<file path="src/rtl/branch_cond_pkg.sv">
package branch_cond_pkg;

    localparam int CODE_W = 5;

    typedef enum logic [1:0] {
        HINT_NONE      = 2'b00,
        HINT_NOT_TAKEN = 2'b10,
        HINT_TAKEN     = 2'b11
    } hint_e;

    // Decoded fields of a branch-options code
    typedef struct packed {
        logic  legal;     // code is in the defined set
        logic  dec;       // decrement the counter
        logic  want_zero; // counter test sense
        logic  use_cr;    // test a condition bit
        logic  cr_true;   // required condition-bit value
        hint_e hint;
    } bo_fields_t;

    // Decision produced by the combinational core
    typedef struct packed {
        logic  taken;
        logic  ctr_we;
        logic  illegal;
        hint_e hint;
    } decision_t;

    function automatic logic code_is_legal(input logic [CODE_W-1:0] code);
        logic ok;
        case (code)
            5'd0, 5'd2, 5'd4, 5'd6, 5'd7, 5'd8, 5'd10, 5'd12,
            5'd14, 5'd15, 5'd16, 5'd18, 5'd20,
            5'd24, 5'd25, 5'd26, 5'd27: ok = 1'b1;
            default:                    ok = 1'b0;
        endcase
        return ok;
    endfunction

    function automatic bo_fields_t split_code(input logic [CODE_W-1:0] code);
        bo_fields_t f;
        logic       has_hint;
        f.legal     = code_is_legal(code);
        f.dec       = ~code[2];
        f.want_zero = code[1];
        f.use_cr    = ~code[4];
        f.cr_true   = code[3];
        // hinted counter codes: 24..27, hinted bit codes: 6,7,14,15
        has_hint    = (f.dec && code[4] && code[3]) ||
                      (!f.dec && !code[4] && code[1]);
        if (!f.legal || !has_hint)
            f.hint = HINT_NONE;
        else if (code[0])
            f.hint = HINT_TAKEN;
        else
            f.hint = HINT_NOT_TAKEN;
        return f;
    endfunction

endpackage

</file>
<file path="src/rtl/branch_cond_decode.sv">
module branch_cond_decode
    import branch_cond_pkg::*;
(
    input  logic [CODE_W-1:0] code_i,
    input  logic              ctr_form_i,
    output bo_fields_t        fields_o,
    output logic              illegal_o
);
    bo_fields_t raw;

    always_comb begin
        raw       = split_code(code_i);
        illegal_o = !raw.legal || (ctr_form_i && raw.dec);
        fields_o  = raw;
        if (illegal_o) begin
            fields_o.dec  = 1'b0;
            fields_o.hint = HINT_NONE;
        end
    end
endmodule

</file>
<file path="src/rtl/branch_cond_counter.sv">
module branch_cond_counter #(
    parameter int CTR_W    = 64,
    parameter int NARROW_W = 32
) (
    input  logic [CTR_W-1:0] ctr_i,
    input  logic             mode_narrow_i,
    input  logic             dec_i,
    input  logic             want_zero_i,
    output logic [CTR_W-1:0] ctr_next_o,
    output logic             ctr_ok_o
);
    logic [CTR_W-1:0] minus_one;
    logic             wide_zero;
    logic             narrow_zero;
    logic             is_zero;

    always_comb begin
        minus_one   = ctr_i - {{(CTR_W-1){1'b0}}, 1'b1};
        wide_zero   = (minus_one == '0);
        narrow_zero = (minus_one[NARROW_W-1:0] == '0);
        is_zero     = mode_narrow_i ? narrow_zero : wide_zero;
        ctr_next_o  = dec_i ? minus_one : ctr_i;
        if (!dec_i)
            ctr_ok_o = 1'b1;
        else
            ctr_ok_o = want_zero_i ? is_zero : !is_zero;
    end
endmodule

</file>
<file path="src/rtl/branch_cond_crbit.sv">
module branch_cond_crbit #(
    parameter int CR_W = 32,
    localparam int IDX_W = $clog2(CR_W)
) (
    input  logic [CR_W-1:0]  cr_i,
    input  logic [IDX_W-1:0] idx_i,
    input  logic             use_i,
    input  logic             want_set_i,
    output logic             cr_ok_o
);
    logic [CR_W-1:0] msb_first;
    logic            sel;

    // bit index 0 names the most significant bit
    for (genvar g = 0; g < CR_W; g++) begin : g_rev
        assign msb_first[g] = cr_i[CR_W-1-g];
    end

    always_comb begin
        sel     = msb_first[idx_i];
        cr_ok_o = !use_i || (sel == want_set_i);
    end
endmodule

</file>
<file path="src/rtl/branch_cond_unit.sv">
module branch_cond_unit
    import branch_cond_pkg::*;
#(
    parameter int CTR_W    = 64,
    parameter int NARROW_W = 32,
    parameter int CR_W     = 32,
    localparam int IDX_W   = $clog2(CR_W)
) (
    input  logic                clk_i,
    input  logic                rst_i,
    input  logic [CODE_W-1:0]   bo_i,
    input  logic [IDX_W-1:0]    bi_i,
    input  logic [CR_W-1:0]     cr_i,
    input  logic [CTR_W-1:0]    ctr_i,
    input  logic                mode32_i,
    input  logic                ctr_form_i,
    output logic                taken_o,
    output logic [CTR_W-1:0]    ctr_next_o,
    output logic                ctr_we_o,
    output logic                illegal_o,
    output logic [1:0]          hint_o
);
    bo_fields_t       fields;
    logic             illegal_c;
    logic [CTR_W-1:0] ctr_next_c;
    logic             ctr_ok;
    logic             cr_ok;
    decision_t        dec_c;
    decision_t        dec_q;
    logic [CTR_W-1:0] ctr_next_q;

    branch_cond_decode i_decode (
        .code_i     (bo_i),
        .ctr_form_i (ctr_form_i),
        .fields_o   (fields),
        .illegal_o  (illegal_c)
    );

    branch_cond_counter #(
        .CTR_W    (CTR_W),
        .NARROW_W (NARROW_W)
    ) i_counter (
        .ctr_i         (ctr_i),
        .mode_narrow_i (mode32_i),
        .dec_i         (fields.dec),
        .want_zero_i   (fields.want_zero),
        .ctr_next_o    (ctr_next_c),
        .ctr_ok_o      (ctr_ok)
    );

    branch_cond_crbit #(
        .CR_W (CR_W)
    ) i_crbit (
        .cr_i       (cr_i),
        .idx_i      (bi_i),
        .use_i      (fields.use_cr),
        .want_set_i (fields.cr_true),
        .cr_ok_o    (cr_ok)
    );

    always_comb begin
        dec_c.illegal = illegal_c;
        dec_c.taken   = !illegal_c && ctr_ok && cr_ok;
        dec_c.ctr_we  = fields.dec;
        dec_c.hint    = fields.hint;
    end

    always_ff @(posedge clk_i) begin
        if (rst_i) begin
            dec_q      <= '{taken: 1'b0, ctr_we: 1'b0, illegal: 1'b0, hint: HINT_NONE};
            ctr_next_q <= '0;
        end else begin
            dec_q      <= dec_c;
            ctr_next_q <= ctr_next_c;
        end
    end

    assign taken_o    = dec_q.taken;
    assign ctr_we_o   = dec_q.ctr_we;
    assign illegal_o  = dec_q.illegal;
    assign hint_o     = dec_q.hint;
    assign ctr_next_o = ctr_next_q;
endmodule

</file>
<file path="config.mk">
export PLATFORM = sky130hd
export DESIGN_NAME = branch_cond_unit
export DESIGN_NICKNAME = d
export VERILOG_FILES = /design/src/rtl/branch_cond_pkg.sv /design/src/rtl/branch_cond_decode.sv /design/src/rtl/branch_cond_counter.sv /design/src/rtl/branch_cond_crbit.sv /design/src/rtl/branch_cond_unit.sv
export SDC_FILE = /design/constraint.sdc
export NUM_CORES = 1
export LEC_CHECK = 0
export BUFFER_PORTS_ARGS = -buffer_cell sky130_fd_sc_hd__buf_2
export CAP_MARGIN = 5
export CORE_MARGIN = 2
export CORE_UTILIZATION = 48
export CTS_CLUSTER_SIZE = 20
export DETAILED_ROUTE_END_ITERATION = 10
export PLACE_DENSITY = 0.8
export SETUP_SLACK_MARGIN = 0.3
export SLEW_MARGIN = 40
export SYNTH_ARGS = -nofsm -noshare
export SYNTH_HDL_FRONTEND = slang
export SYNTH_SLANG_ARGS = --single-unit
</file>
<file path="constraint.sdc">
create_clock -name clk_i -period 3.91 [get_ports clk_i]
set_input_delay 0.5865 -clock clk_i [delete_from_list [all_inputs] [get_ports clk_i]]
set_output_delay 0.5865 -clock clk_i [all_outputs]
set_load 0.05 [all_outputs]
</file>
==> results.ini <==
[synthesis]
synth_cells=506
ys_seq_elements=69
syn_area_um2=4170
synth_top_cell_area_share_pct=33.2
async_flop_share_pct=0
yosys.area.top_type=dfxtp_1
synth_edf_count=0
syn-num-nets=618
synth.avg_cell_area_um2=8.23
ys_types=48
ys.flop_type=dfxtp_1
yosys_warnings=0
ys_seq_area_share_pct=33.2
yosys-top-cells-area=dfxtp_1 (33%), xnor2_1 (8.6%), nor2_1 (8.1%)

[route]
drc_errors=0
wl_met1_um=5790
drt-pass1-iter-count=5
top_layer_used=met4
dr_wl_met2_um=6540
drt_iter0_drc=274
viasPerCell=5.80
vias=4608
wl_per_cell_um=17.2
ant_nets=0
wl_met3_um=1050
drt_wl_total_um=13700

[run_status]
status=finished, final reports clean

[finish]
nets=796
drive_gt1_share_pct=32.9
stdcell_area_um2=5360
fillers=751
area_growth_pct=28.6
antennaDiodeCount=0

[placed_design]
post-dp-hpwl_um=11100
dpl_cell_area_um2=5200
gp_congestion=0.920
port_buffers=178

[setup_path]
path_class=in -> reg
start_kind=primary input
crit_required_ns=4.13
critPathMaxFanout=6
end_kind=flip-flop
crit_arrival_ns=3.70

[die]
rows=33
dieArea_um2=9440
die_h_um=97.2
start_util_pct=50.2
die_w_um=97.2
design.core.area_um2=8300
ios=179

[global_route]
grt_overflow=0
grt_pass1_wl_um=22000
grt_pass1_vias=4465
grt_max_degree=43
grt_usage_pct=28.7
grt_antenna_before_repair=0

[timing]
max_slew_margin_pct=51.4
fin_crit_ns=3.48
finalHoldViolCount=0
setup_viol=0
fmax_mhz=287
fin_crit_sh_pct=89.0
setup_tns_ns=0
rsz0062_at_grt=no
tightestPinTransition_ns=0.723
slew_violations=0

[power]
totalPowerFinal_mw=1.69
vdd_ir_drop_max_mv=0.224
power_leakage_nw=2.19
pwr_density_cell_nw_per_um2=314

[hold_path]
min_path_type=in -> reg

[clock_tree]
cts_buffers=9
clockBufferDepth=2
cts_resized=0
h-tree-depth=3
cts_sinks=69
clk_transition_reported_paths_ns=0.06
postCtsSetupBuffers=0
holdBufCountCts=0
cts_tree=done
ctsRootBufferMaster=clkbuf_8

[run]
cap_viol_max_count=0

[logic make-up (layout without fill, tap and decap cells)]
family | Yosys count | in the layout | share of synthesized area (%)
AND/OR/NAND/NOR | 271 | 271 | 34.3
AO/OA/AOI/OAI | 42 | 42 | 6.58
multiplexers | 13 | 13 | 6.13
buffers and inverters | 33 | 216 | 3.24
adder cells (fa/ha/maj) | 2 | 2 | 0.601
flip-flops | 69 | 69 | 33.2
XOR/XNOR | 76 | 76 | 16.0
[worst max-delay path, stage by stage]
cell	delay (ns)
buf_2	0.12
or4_1	0.59
or4b_1	0.72
nor4_2	0.51
nand3_1	0.16
xnor2_1	0.17
nor4_1	0.27
nand4_1	0.20
o41ai_1	0.29
nor2_1	0.08
[worst paths after layout]
| check | startpoint | end | slack [ns] | depth (start not counted) |
|---|---|---|---|---|
| hold / removal | bo_i[2] | ctr_we_o | 0.51 | 2 |
| setup / recovery | ctr_i[7] | taken_o | 0.43 | 10 |
[routing by layer]
metal  vias to the layer above  global-route usage [%]
met1                      2150                    37.5
li1                       2183                       -
met3                        27                    5.40
met2                       248                    47.4
met5                         -                       0
met4                         0                    10.1
[registers in the layout (all words and copies together) (netlist names)]
name,count
ctr_next_o,64
taken_o,1
illegal_o,1
hint_o,2
ctr_we_o,1
[power by group]
group          switching (mW)  internal, mW  total [mW]
logic                   0.296         0.139       0.435
registers             0.00866         0.740       0.749
clock network           0.275         0.226       0.501
total                   0.580          1.11        1.69
[cell usage in the layout (no fill, tap or decap), types with 3 or more instances in the layout]
| cell type | count |
|---|---|
| mux2i_1 | 3 |
| o21ai_0 | 8 |
| and3_1 | 3 |
| inv_1 | 6 |
| and4_1 | 3 |
| nand4_1 | 16 |
| buf_2 | 178 |
| or3_1 | 15 |
| a31oi_1 | 6 |
| clkbuf_8 | 9 |
| nor2_1 | 90 |
| a21oi_1 | 9 |
| buf_4 | 16 |
| xor2_1 | 35 |
| clkinv_2 | 4 |
| xnor2_1 | 41 |
| o31ai_1 | 3 |
| nor3_1 | 27 |
| nand3_1 | 22 |
| mux4_2 | 10 |
| o41ai_1 | 3 |
| nand2_1 | 29 |
| dfxtp_1 | 69 |
| nand2b_1 | 3 |
| or4_1 | 8 |
| a211oi_1 | 3 |
| nor4_1 | 32 |
| and2_1 | 3 |
[cell type report]
| class | instances | area, um2 | area share [%] |
|---|---|---|---|
| inverters | 6 | 22.5 | 0.420 |
| well taps | 105 | 131 | 2.45 |
| repair buffers | 194 | 1010 | 18.9 |
| flip-flops and latches | 69 | 1380 | 25.8 |
| clock buffers | 11 | 131 | 2.45 |
| multi-input cells | 404 | 2660 | 49.5 |
| clock inverters | 5 | 27.5 | 0.514 |
[cell usage after synthesis, drive strengths merged (6+ instances only)]
cell and count:
nor2 90, dfxtp 69, xnor2 41, nor4 36
xor2 35, nand2 29, nor3 27, clkbuf 24
nand3 23, nand4 16, or3 15, mux4 10
a21oi 9, or4 9, o21ai 8, a31oi 6
inv 6
[metrics by stage]
step / instances / util, % / hold WS (ns) / setup WS, ns
6_report: 794 / 64.6 / 0.515 / 0.430
5_1_grt: 794 / 64.6 / 0.509 / 0.320
4_1_cts: 794 / 64.6 / 0.505 / 0.481
3_5_place_dp: 778 / 62.7 / 0.868 / 0.127
3_3_place_gp: 778 / 62.7 / 0.861 / 0.233
2_1_floorplan: 506 / - / 0.666 / 0.589
Power figures use the tool's default switching activity.
